===== config.mk =====
export PLATFORM = sky130hd
export DESIGN_NAME = gcws_top
export DESIGN_NICKNAME = d
export VERILOG_FILES = /design/src/rtl/gcws_pkg.sv /design/src/rtl/gcws_warp_track.sv /design/src/rtl/gcws_argmax.sv /design/src/rtl/gcws_pick_ctrl.sv /design/src/rtl/gcws_top.sv
export SDC_FILE = /design/constraint.sdc
export NUM_CORES = 2
export LEC_CHECK = 0
export BUFFER_PORTS_ARGS = -buffer_cell sky130_fd_sc_hd__buf_2
export CELL_PAD_IN_SITES_DETAIL_PLACEMENT = 0
export CELL_PAD_IN_SITES_GLOBAL_PLACEMENT = 1
export CORE_UTILIZATION = 44
export CTS_BUF_LIST = sky130_fd_sc_hd__clkbuf_2 sky130_fd_sc_hd__clkbuf_4 sky130_fd_sc_hd__clkbuf_8
export CTS_CLUSTER_DIAMETER = 30
export DETAILED_ROUTE_END_ITERATION = 10
export PLACE_DENSITY = 0.8
export SLEW_MARGIN = 20
export SYNTH_ARGS = -nofsm -noshare
export SYNTH_HDL_FRONTEND = slang
export SYNTH_SLANG_ARGS = --single-unit

===== constraint.sdc =====
create_clock -name clk -period 20.9 [get_ports clk]
set_clock_uncertainty 0.15 [all_clocks]
set_input_delay 0 -clock clk [delete_from_list [all_inputs] [get_ports clk]]
set_output_delay 0 -clock clk [all_outputs]
set_load 0.02 [all_outputs]

===== src/rtl/gcws_pkg.sv =====
package gcws_pkg;

    // How the grant of the current cycle was decided
    typedef enum logic [1:0] {
        PICK_NONE = 2'd0,
        PICK_HOLD = 2'd1,
        PICK_BEST = 2'd2
    } pick_e;

endpackage


===== src/rtl/gcws_warp_track.sv =====
module gcws_warp_track #(
    parameter int ICNT_W  = 16,
    parameter int CPI_W   = 4,
    parameter int STALL_W = 12,
    parameter int CRIT_W  = 21
) (
    input  logic              clk,
    input  logic              rst_n,
    input  logic              load_en,
    input  logic [ICNT_W-1:0] load_cnt,
    input  logic              issue,
    input  logic              mem_stall,
    input  logic              waiting,
    input  logic [CPI_W-1:0]  cpi,
    output logic [CRIT_W-1:0] crit
);

    typedef struct packed {
        logic [ICNT_W-1:0]  rem;
        logic [STALL_W-1:0] stall;
    } trk_t;

    trk_t st_d, st_q;

    always_comb begin
        st_d = st_q;
        if (load_en) begin
            st_d.rem   = load_cnt;
            st_d.stall = '0;
        end else begin
            if (issue && (st_q.rem != '0)) begin
                st_d.rem = st_q.rem - 1'b1;
            end
            if ((mem_stall || waiting) && (st_q.stall != '1)) begin
                st_d.stall = st_q.stall + 1'b1;
            end
        end
    end

    always_ff @(posedge clk) begin
        if (!rst_n) begin
            st_q <= '0;
        end else begin
            st_q <= st_d;
        end
    end

    // lag estimate: remaining work scaled by cost per instruction, plus lost cycles
    always_comb begin
        crit = (CRIT_W'(st_q.rem) * CRIT_W'(cpi)) + CRIT_W'(st_q.stall);
    end

    a_r2_load_sets: assert property (@(posedge clk) disable iff (!rst_n)
        load_en |=> (st_q.rem == $past(load_cnt)) && (st_q.stall == '0));

    a_r4_floor_zero: assert property (@(posedge clk) disable iff (!rst_n)
        (issue && !load_en && (st_q.rem == '0)) |=> (st_q.rem == '0));

    a_r5_ceiling: assert property (@(posedge clk) disable iff (!rst_n)
        (!load_en && (st_q.stall == '1)) |=> (st_q.stall == '1));

    a_r5_step_one: assert property (@(posedge clk) disable iff (!rst_n)
        (!load_en && (mem_stall || waiting) && (st_q.stall != '1))
            |=> (st_q.stall == $past(st_q.stall) + 1'b1));

endmodule


===== src/rtl/gcws_argmax.sv =====
module gcws_argmax #(
    parameter int NUM    = 8,
    parameter int CRIT_W = 21,
    parameter int IDX_W  = 3
) (
    input  logic [NUM*CRIT_W-1:0] crit_flat,
    input  logic [NUM-1:0]        cand,
    output logic [IDX_W-1:0]      best_idx,
    output logic                  best_vld
);

    logic [CRIT_W-1:0] best_c;

    // linear scan; strict compare keeps the lowest index on ties
    always_comb begin
        best_idx = '0;
        best_vld = 1'b0;
        best_c   = '0;
        for (int i = 0; i < NUM; i++) begin
            if (cand[i] && (!best_vld || (crit_flat[i*CRIT_W +: CRIT_W] > best_c))) begin
                best_vld = 1'b1;
                best_idx = IDX_W'(i);
                best_c   = crit_flat[i*CRIT_W +: CRIT_W];
            end
        end
    end

endmodule


===== src/rtl/gcws_pick_ctrl.sv =====
module gcws_pick_ctrl
    import gcws_pkg::*;
#(
    parameter int NUM   = 8,
    parameter int IDX_W = 3
) (
    input  logic             clk,
    input  logic             rst_n,
    input  logic [NUM-1:0]   ready,
    input  logic [IDX_W-1:0] best_idx,
    input  logic             best_vld,
    output logic             grant_vld,
    output logic [IDX_W-1:0] grant_idx,
    output logic [NUM-1:0]   grant_oh
);

    typedef struct packed {
        logic [IDX_W-1:0] cur;
        logic             cur_vld;
    } sel_t;

    sel_t  sel_d, sel_q;
    pick_e pick;

    always_comb begin
        sel_d     = sel_q;
        pick      = PICK_NONE;
        grant_vld = 1'b0;
        grant_idx = sel_q.cur;
        if (sel_q.cur_vld && ready[sel_q.cur]) begin
            pick = PICK_HOLD;
        end else if (best_vld) begin
            pick = PICK_BEST;
        end
        case (pick)
            PICK_HOLD: begin
                grant_vld = 1'b1;
                grant_idx = sel_q.cur;
            end
            PICK_BEST: begin
                grant_vld = 1'b1;
                grant_idx = best_idx;
            end
            default: begin
                grant_vld = 1'b0;
                grant_idx = sel_q.cur;
            end
        endcase
        if (grant_vld) begin
            sel_d.cur     = grant_idx;
            sel_d.cur_vld = 1'b1;
        end
    end

    always_comb begin
        grant_oh = '0;
        for (int i = 0; i < NUM; i++) begin
            grant_oh[i] = grant_vld && (grant_idx == IDX_W'(i));
        end
    end

    always_ff @(posedge clk) begin
        if (!rst_n) begin
            sel_q <= '0;
        end else begin
            sel_q <= sel_d;
        end
    end

    a_r7_greedy_keep: assert property (@(posedge clk) disable iff (!rst_n)
        grant_vld |=> (!ready[$past(grant_idx)] ||
                       (grant_vld && (grant_idx == $past(grant_idx)))));

    a_r8_idle_no_grant: assert property (@(posedge clk) disable iff (!rst_n)
        (ready == '0) |-> (!grant_vld && (grant_oh == '0)));

    a_r8_idle_keeps_sel: assert property (@(posedge clk) disable iff (!rst_n)
        (ready == '0) |=> (sel_q == $past(sel_q)));

    a_r9_onehot: assert property (@(posedge clk) disable iff (!rst_n)
        $onehot0(grant_oh) && (grant_vld == (grant_oh != '0)));

endmodule


===== src/rtl/gcws_top.sv =====
module gcws_top #(
    parameter int NUM_WARPS = 8,
    parameter int ICNT_W    = 16,
    parameter int CPI_W     = 4,
    parameter int STALL_W   = 12,
    localparam int IDX_W    = $clog2(NUM_WARPS)
) (
    input  logic                        clk,
    input  logic                        rst_n,
    input  logic [NUM_WARPS-1:0]        ready,
    input  logic [NUM_WARPS-1:0]        issued,
    input  logic [NUM_WARPS-1:0]        mem_stall,
    input  logic [NUM_WARPS-1:0]        load_en,
    input  logic [NUM_WARPS*ICNT_W-1:0] load_count,
    input  logic [NUM_WARPS*CPI_W-1:0]  avg_cpi,
    output logic                        grant_valid,
    output logic [IDX_W-1:0]            grant_idx,
    output logic [NUM_WARPS-1:0]        grant_onehot
);

    localparam int PROD_W = ICNT_W + CPI_W;
    localparam int CRIT_W = ((PROD_W > STALL_W) ? PROD_W : STALL_W) + 1;

    logic [NUM_WARPS*CRIT_W-1:0] crit_flat;
    logic [CRIT_W-1:0]           crit_arr [NUM_WARPS];
    logic [NUM_WARPS-1:0]        waiting;
    logic [IDX_W-1:0]            best_idx;
    logic                        best_vld;

    // a ready warp that loses arbitration is losing time to the scheduler
    always_comb begin
        waiting = ready & ~grant_onehot;
    end

    for (genvar w = 0; w < NUM_WARPS; w++) begin : g_warp
        gcws_warp_track #(
            .ICNT_W (ICNT_W),
            .CPI_W  (CPI_W),
            .STALL_W(STALL_W),
            .CRIT_W (CRIT_W)
        ) u_trk (
            .clk      (clk),
            .rst_n    (rst_n),
            .load_en  (load_en[w]),
            .load_cnt (load_count[w*ICNT_W +: ICNT_W]),
            .issue    (issued[w]),
            .mem_stall(mem_stall[w]),
            .waiting  (waiting[w]),
            .cpi      (avg_cpi[w*CPI_W +: CPI_W]),
            .crit     (crit_flat[w*CRIT_W +: CRIT_W])
        );

        assign crit_arr[w] = crit_flat[w*CRIT_W +: CRIT_W];

        a_r6_best_is_max: assert property (@(posedge clk) disable iff (!rst_n)
            (best_vld && ready[w]) |-> (crit_arr[w] <= crit_arr[best_idx]));

        a_r6_tie_lowest: assert property (@(posedge clk) disable iff (!rst_n)
            (best_vld && ready[w] && (IDX_W'(w) < best_idx))
                |-> (crit_arr[w] < crit_arr[best_idx]));
    end

    gcws_argmax #(
        .NUM   (NUM_WARPS),
        .CRIT_W(CRIT_W),
        .IDX_W (IDX_W)
    ) u_argmax (
        .crit_flat(crit_flat),
        .cand     (ready),
        .best_idx (best_idx),
        .best_vld (best_vld)
    );

    gcws_pick_ctrl #(
        .NUM  (NUM_WARPS),
        .IDX_W(IDX_W)
    ) u_pick (
        .clk      (clk),
        .rst_n    (rst_n),
        .ready    (ready),
        .best_idx (best_idx),
        .best_vld (best_vld),
        .grant_vld(grant_valid),
        .grant_idx(grant_idx),
        .grant_oh (grant_onehot)
    );

    a_r9_grant_ready: assert property (@(posedge clk) disable iff (!rst_n)
        grant_valid |-> ready[grant_idx]);

endmodule


# Word-level counts from Yosys, hierarchy flattened
# Cells that the tools add are included.
totals:
  reg_bits: 228
  out_inout_bits: 12
  wordCells: 210
op_classes:
  addsub: 24
  n_mul: 8
  magnitude_cmp: 8
  n_eq_ne: 17
  muxes: 52
  bitwise: 3
  reduce_logical: 80
op_table:
  columns: ["op", "n"]
  rows:
  - ["$mux W28", 8]
  - ["$add A20 B12 Y21", 8]
  - ["$mul A16 B4 Y20", 8]
  - ["$gt A21 B21 Y1", 7]
  - ["$mux W21", 7]
  - ["$mux W16", 8]
  - ["$reduce_bool A16 Y1", 8]
  - ["$sub A16 B1 Y16 const B", 8]
  - ["$add A12 B1 Y12 const B", 8]
  - ["$mux W12", 8]
  - ["$ne A12 B12 Y1 const B", 8]
  - ["$logic_and A1 B1 Y1", 32]
  - ["$reduce_or A2 Y1", 9]
  - ["$reduce_bool A2 Y1", 8]
  - ["$logic_or A1 B1 Y1", 15]
  - ["$mux W3", 5]
  - ["$eq A3 B3 Y1 const B", 4]
  - ["$mux W1", 11]
  - ["$and A8 B8 Y8", 1]
  - ["$mux W2", 4]
  - ["$not A8 Y8", 1]
  - ["$logic_not A1 Y1", 7]
  - ["$eq A3 B2 Y1 const B", 2]
  - ["$lt A3 B4 Y1 const B", 1]
  - ["6 further kinds", 6]

# Depth between registers and ports, before layout
depth:
  word_depth: 43
  ltp_mapped: 95
  mapped_depth_nobuf: 83

# Hierarchy
# From an unflattened synthesis, not the netlist that was laid out.
unflattened:
  cells_unflattened: 4863
  hier_area_um2: 39100.0
modules_own_cells:
  columns: ["module", "instances", "cells_per_inst", "area_each_um2"]
  rows:
  - ["gcws_warp_track at g_warp[4].u_trk ...", 3, 505, 4083.9]
  - ["gcws_argmax", 1, 800, 5756.8]
  - ["gcws_warp_track at g_warp[3].u_trk", 1, 508, 4110.2]
  - ["gcws_warp_track at g_warp[1].u_trk", 1, 495, 4102.7]
  - ["gcws_warp_track at g_warp[2].u_trk", 1, 480, 4032.6]
  - ["gcws_warp_track at g_warp[0].u_trk", 1, 483, 4026.4]
  - ["gcws_warp_track at g_warp[7].u_trk", 1, 497, 4007.6]
  - ["gcws_pick_ctrl", 1, 77, 701.9]
  - ["gcws_top", 1, 8, 110.1]

# Worst setup path before layout
# Ideal clock, no wire load.
synth_timing:
  path_type: "reg2reg"
  from: "register g_warp[0].u_trk.st_q[14] (netlist bit)"
  to: "register g_warp[5].u_trk.st_q[9] (netlist bit)"
  setup_ps: 70
  t_arrival_ps: 20033
  t_required_ps: 20680
  slack_ps: 646
  path_stages_with_launch: 89
  path_buffers: 16
  synth_period_minus_slack_ps: 20254
  path_cell_list: "dfxtp_1 -> clkbuf_1 -> and2_1 -> fa_1 -> fa_1 -> inv_1 -> fa_1 -> inv_1 -> ha_1 -> o21ai_0 -> o21ai_0 -> a21boi_0 -> nor4b_1 -> or2_2 -> o21ai_0 -> xnor2_1 -> nand2_1 -> ha_1 -> [... 53 more ...] -> o41ai_1 -> a21o_1 -> clkbuf_1 -> clkbuf_1 -> a31oi_1 -> ha_1 -> a21o_1 -> a221o_1 -> a221oi_1 -> o311ai_0 -> a21oi_1 -> a41o_1 -> inv_2 -> o211ai_2 -> o31ai_2 -> buf_4 -> or4_1 -> a21oi_1"
synth_via:
  elab_chain_cells: 41
  word_cells_on_any_way: 63
  classes_between: "add/sub: 1; mul: 1; order compare: 7; eq/ne: 3; mux: 25; bitwise: 2; reduce/logical: 24"
synth_lines:
  columns: ["element", "line_no", "rtl"]
  rows:
  - ["from (decl)", "gcws_warp_track.sv:23", "trk_t st_d, st_q;"]
  - ["from (signal assigned)", "gcws_warp_track.sv:44", "st_q <= st_d;"]
  - ["$mul A16 B4 Y20 (*)", "gcws_warp_track.sv:50", "crit = (CRIT_W'(st_q.rem) * CRIT_W'(cpi)) + CRIT_W'(st_q.stall);"]
  - ["$add A20 B12 Y21 (*)", "gcws_warp_track.sv:50", null]
  - ["$mux W21 (*)", "gcws_argmax.sv:20", "if (cand[i] && (!best_vld || (crit_flat[i*CRIT_W +: CRIT_W] > best_c))) begin"]
  - ["$gt A21 B21 Y1", "gcws_argmax.sv:20", null]
  - ["$logic_or A1 B1 Y1", "gcws_argmax.sv:20", null]
  - ["$logic_and A1 B1 Y1", "gcws_argmax.sv:20", null]
  - ["$mux W21 / $mux W1 (equally long branches)", "gcws_argmax.sv:20", null]
  - ["$gt A21 B21 Y1 / $logic_not A1 Y1 (equally long branches)", "gcws_argmax.sv:20", null]
  - ["[... 26 more ...]", null, null]
  - ["$mux W3 (*)", "gcws_pick_ctrl.sv:35", "case (pick)"]
  - ["named net grant_idx[2]", "gcws_top.sv:17", "output logic [IDX_W-1:0] grant_idx,"]
  - ["$eq A3 B3 Y1 (*)", "gcws_pick_ctrl.sv:58", "grant_oh[i] = grant_vld && (grant_idx == IDX_W'(i));"]
  - ["$logic_and A1 B1 Y1 (*)", "gcws_pick_ctrl.sv:58", null]
  - ["$not A8 Y8 (*)", "gcws_top.sv:32", "waiting = ready & ~grant_onehot;"]
  - ["$and A8 B8 Y8 (*)", "gcws_top.sv:32", null]
  - ["$logic_or A1 B1 Y1 (*)", "gcws_warp_track.sv:34", "if ((mem_stall || waiting) && (st_q.stall != '1)) begin"]
  - ["$logic_and A1 B1 Y1 (*)", "gcws_warp_track.sv:34", null]
  - ["to (signal assigned)", "gcws_warp_track.sv:44", null]
  - ["to (decl)", "gcws_warp_track.sv:23", null]
# Mark *: on every way through the listed nets, which the timed path passes. The rest lies on a longest branch.
# A chain may end at the register's enable or synchronous reset.

# Worst setup path after layout
layout_timing:
  from: "register g_warp[0].u_trk.st_q[14] (netlist bit)"
  to: "output port grant_onehot[1]"
layout_via:
  elab_chain_cells: 37
  word_cells_on_any_way: 59
  classes_between: "add/sub: 1; mul: 1; order compare: 7; eq/ne: 3; mux: 25; reduce/logical: 22"
layout_lines:
  columns: ["element", "line_no", "rtl"]
  rows:
  - ["$mul A16 B4 Y20 (*)", "gcws_warp_track.sv:50", null]
  - ["$add A20 B12 Y21 (*)", "gcws_warp_track.sv:50", null]
  - ["$mux W21 (*)", "gcws_argmax.sv:20", null]
  - ["$gt A21 B21 Y1", "gcws_argmax.sv:20", null]
  - ["$logic_or A1 B1 Y1", "gcws_argmax.sv:20", null]
  - ["$logic_and A1 B1 Y1", "gcws_argmax.sv:20", null]
  - ["$mux W21 / $mux W1 (equally long branches)", "gcws_argmax.sv:20", null]
  - ["$gt A21 B21 Y1 / $logic_not A1 Y1 (equally long branches)", "gcws_argmax.sv:20", null]
  - ["[... 21 more ...]", null, null]
  - ["$logic_and A1 B1 Y1", "gcws_argmax.sv:20", null]
  - ["$mux W1", "gcws_argmax.sv:20", null]
  - ["$mux W2", "gcws_pick_ctrl.sv:32", "end else if (best_vld) begin"]
  - ["$mux W2", "gcws_pick_ctrl.sv:30", "if (sel_q.cur_vld && ready[sel_q.cur]) begin"]
  - ["$eq A2 B2 Y1 / $eq A2 B1 Y1 (equally long branches)", "gcws_pick_ctrl.sv:35", null]
  - ["$mux W3 / $reduce_or A2 Y1 (equally long branches)", null, null]
  - ["$eq A3 B1 Y1 / $mux W1 (equally long branches)", "gcws_pick_ctrl.sv:58, gcws_pick_ctrl.sv:35", null]
  - ["$logic_and A1 B1 Y1 (*)", "gcws_pick_ctrl.sv:58", null]
  - ["to (decl)", "gcws_top.sv:18", "output logic [NUM_WARPS-1:0] grant_onehot"]
# Every way passes the cells marked *; elsewhere a longest branch is shown, timed or not.

==> run_results.csv <==
group,metric,value,unit
logic_synthesis,ys_ff_latch,228,
logic_synthesis,ys_async_sr_fraction,0,%
sta,whs,0.0663,ns
grt,overflow,0,
worst_setup_path,cp-end-kind,"output pin",
power_and_ir_drop,p_leak,0.0215,uW
logic_synthesis,synth_simple_gate_area_share,23.5,%
detailed_routing,dr.first_iter.drc_count,1886,
sta,fmax,49.8,MHz
logic_synthesis,synth_top_family_by_area,"adder cells",
placed_design,port_buffers,205,
detailed_routing,routed_wl,107000,um
sta,tightest_slew,0.943,ns
floorplan,rows,104,
worst_setup_path,critPathRequiredTime,20.75,ns
floorplan,die_area,82200,um2
worst_setup_path,path_class,"flip-flop to output pin",
logic_synthesis,ys_types,92,
sta,drv_slew,0,
sta,fin_crit,20.09,ns
cts,cts_buffers,74,
logic_synthesis,synthMuxAreaShare,2.19,%
placed_design,dp_cells,5701,
job,maxCapViolations,0,
worst_setup_path,ff2ff_setup_slack,0.86,ns
logic_synthesis,avgSynthCellArea,7.83,um2
floorplan,core-area,80300,um2
worst_setup_path,crit_fanout,17,
worst_setup_path,slowest_delay,0.57,ns
logic_synthesis,syn-cell-area,35700,um2
detailed_routing,drcViolationCount,0,
final_layout,layout.nets,6112,
grt,grt_pass1_wl,175000,um
power_and_ir_drop,p_per_area,75.4,nW/um2
cts,clockRootBuffer,"clkbuf_8",
floorplan,initial_utilization,44.4,%
detailed_routing,viasPerCell,5.40,
floorplan,die_h,287,um
final_layout,syn_to_final_growth,24.3,%
worst_setup_path,crit_path_frequent_cell,"ha_1",
cts,clockBufferDepth,3,
worst_setup_path,ff2ff_path_depth,83,
worst_setup_path,critical_path_cell_count,81,
min_path,holdPathStages,4,
detailed_routing,vias,33900,
worst_setup_path,cp-start-kind,"flip-flop",
cts,clk_latency,0.69,ns
placed_design,dp_hpwl,81700,um
logic_synthesis,syn_inst,4552,
detailed_routing,firstDrtPassIters,6,
worst_setup_path,crit_buf_inv,12,
worst_setup_path,crit_slowest_cell,"or4_4",
logic_synthesis,synth_xor_area_share,5.87,%
run_status,outcome,"complete, no violations",
sta,finalSetupViolCount,0,
logic_synthesis,synth_top_flop_cell,"dfxtp_1",
placed_design,gp_congestion,0.960,
sta,slew_headroom,36.3,%
sta,hold_viol,0,
power_and_ir_drop,power,3340,uW
final_layout,final_cells,6278,
power_and_ir_drop,ir_drop,0.0000675,V
worst_setup_path,arrival,19.94,ns
logic_synthesis,ys_warn_count,0,
grt,antenna_found_initial,3,
final_layout,drive_above_1_share,10.3,%
sta,fin_setup_tns,0,ns
logic_synthesis,synthAdderAreaFrac,33.1,%
sta,finalCritPeriodShare,96.1,%
grt,first_global_vias,34200,
floorplan,pin_count,206,
grt,grt_util_all_layers,26.1,%
logic_synthesis,ys_seq_area_share,12.8,%
cts,cts.sinks,228,
worst_setup_path,critPathTopFamily,"compound AO/OA/AOI/OAI gates",
logic_synthesis,syn_nets,5501,
logic_synthesis,synth_edf_count,0,
detailed_routing,wl_per_cell,17.1,um
cts,cts_tree,"built",
logic_synthesis,synth_compound_area_share,15.4,%
floorplan,die_x,287,um
min_path,hold_path.class,"primary input to flip-flop",
cts,path_clk_slew,0.05,ns
cts,htreeDepth,3,
grt,grt_max_degree,55,
final_layout,utilization,55.2,%
detailed_routing,drtAntennaViolNets,0,
## kinds of logic (layout without fill, tap and decap cells)
logic type	count (synthesis)	in the layout
other	0	2
AOI/OAI and AO/OA	844	845
muxes	73	73
DFF	228	228
xor gates and xnor gates	239	239
buffers and inverters	675	1338
and+or+nand+nor	1738	1738
adders and majority gates	755	755
## metrics by stage
step           cell area [um2]  setup slack, ns
3_5_place_dp             37700           -0.537
5_1_grt                  44300          -0.0885
3_3_place_gp             37700           -0.292
4_1_cts                  43800          -0.0731
2_1_floorplan            35700            0.646
6_report                 44300            0.806
## final timing paths
path	from	endpoint
hold / removal	load_en[2]	g_warp[2].u_trk.st_q[3]$_SDFFE_PP0P_
hold reg to reg	g_warp[0].u_trk.st_q[4]$_SDFFE_PP0P_	g_warp[0].u_trk.st_q[4]$_SDFFE_PP0P_
setup / recovery	g_warp[0].u_trk.st_q[14]$_SDFFE_PN0P_	grant_onehot[1]
setup reg to reg	g_warp[0].u_trk.st_q[14]$_SDFFE_PN0P_	g_warp[5].u_trk.st_q[10]$_SDFFE_PP0P_
## report_power, final
| part | internal [uW] | switching (uW) | total, uW |
|---|---|---|---|
| Combinational | 821 | 1170 | 1990 |
| Clock | 555 | 281 | 836 |
| Sequential | 463 | 51.0 | 514 |
| Total | 1840 | 1510 | 3340 |
## cell type report
class	count	area (um2)
multi-input combinational	3650	28900
timing repair buffer	694	5830
sequential	228	4570
fill	7553	36000
clock inverter	28	460
tap	1060	1330
inverter	515	1940
clock buffer	101	1320
antenna	2	5.00
## repair_timing
item / CTS / global route
endpoints found under the setup margin: 103 / 110
resized for setup: 23 / 75
gates cloned: 0 / 3
hold buffers: 423 / 0
pin swaps: 0 / 20
setup buffers: 0 / 20
hold endpoints to repair: 214 / 0
## cell usage after synthesis, types with 44 or more instances
master,instances,area [um2]
nand4_1,44,275
nor3_1,94,470
xor2_1,91,797
mux2i_1,52,521
dfxtp_1,228,4560
nand3_1,88,440
a21o_1,72,541
ha_1,443,5540
nor2_1,433,1630
nand2_1,529,1990
or3_1,58,363
fa_1,312,6250
inv_1,512,1920
xnor2_1,148,1300
o21ai_0,130,651
and2_1,248,1550
a21oi_1,303,1520
a211oi_1,44,330
clkbuf_1,135,507
## placed cells by master (no fill, tap or decap), types with 12 or more instances in the layout
master	n
o31ai_1	19
a21o_1	69
nor3_1	86
buf_4	56
nor4_1	32
a21oi_1	297
dfxtp_1	220
or3_1	57
inv_1	511
o21a_1	30
a211oi_1	40
a31oi_1	32
nand3_1	87
nor2_1	427
buf_2	204
mux2_2	18
fa_1	312
o211ai_1	22
dlygate4sd3_1	423
clkbuf_8	90
xnor2_1	148
or4_1	33
nand2_1	528
clkbuf_4	12
o21ai_0	125
o21ai_1	17
or2_2	25
o21bai_1	17
nand3b_1	16
mux2i_1	52
nand4_1	44
nor2b_1	24
bufinv_16	12
and2_1	248
and3_1	43
xor2_1	91
nand2b_1	41
ha_1	442
## worst register-to-register path: cells and delay by family, from the launching register on
| kind | cells | cell delay [ns] |
|---|---|---|
| adders and majority gates | 11 | 3.97 |
| xor gates and xnor gates | 1 | 0.13 |
| DFF | 1 | 0.41 |
| and+or+nand+nor | 27 | 5.26 |
| buffers and inverters | 12 | 2.29 |
| AOI/OAI and AO/OA | 32 | 7.69 |
## state kept, by name, indices dropped and copies added, names as in the netlist
signal,cells
g_warp.u_trk.st_q,224
u_pick.sel_q,4
## metal layers
layer | global-route usage (%) | up-vias | part of all wire (%)
met2 | 45.5 | 747 | 49
met3 | 2.88 | 196 | 4.1
met5 | 0 | - | 0.012
met4 | 8.16 | 2 | 2.9
li1 | - | 16700 | -
met1 | 33.6 | 16300 | 44
Note: power is estimated with default switching activity, not from simulation.
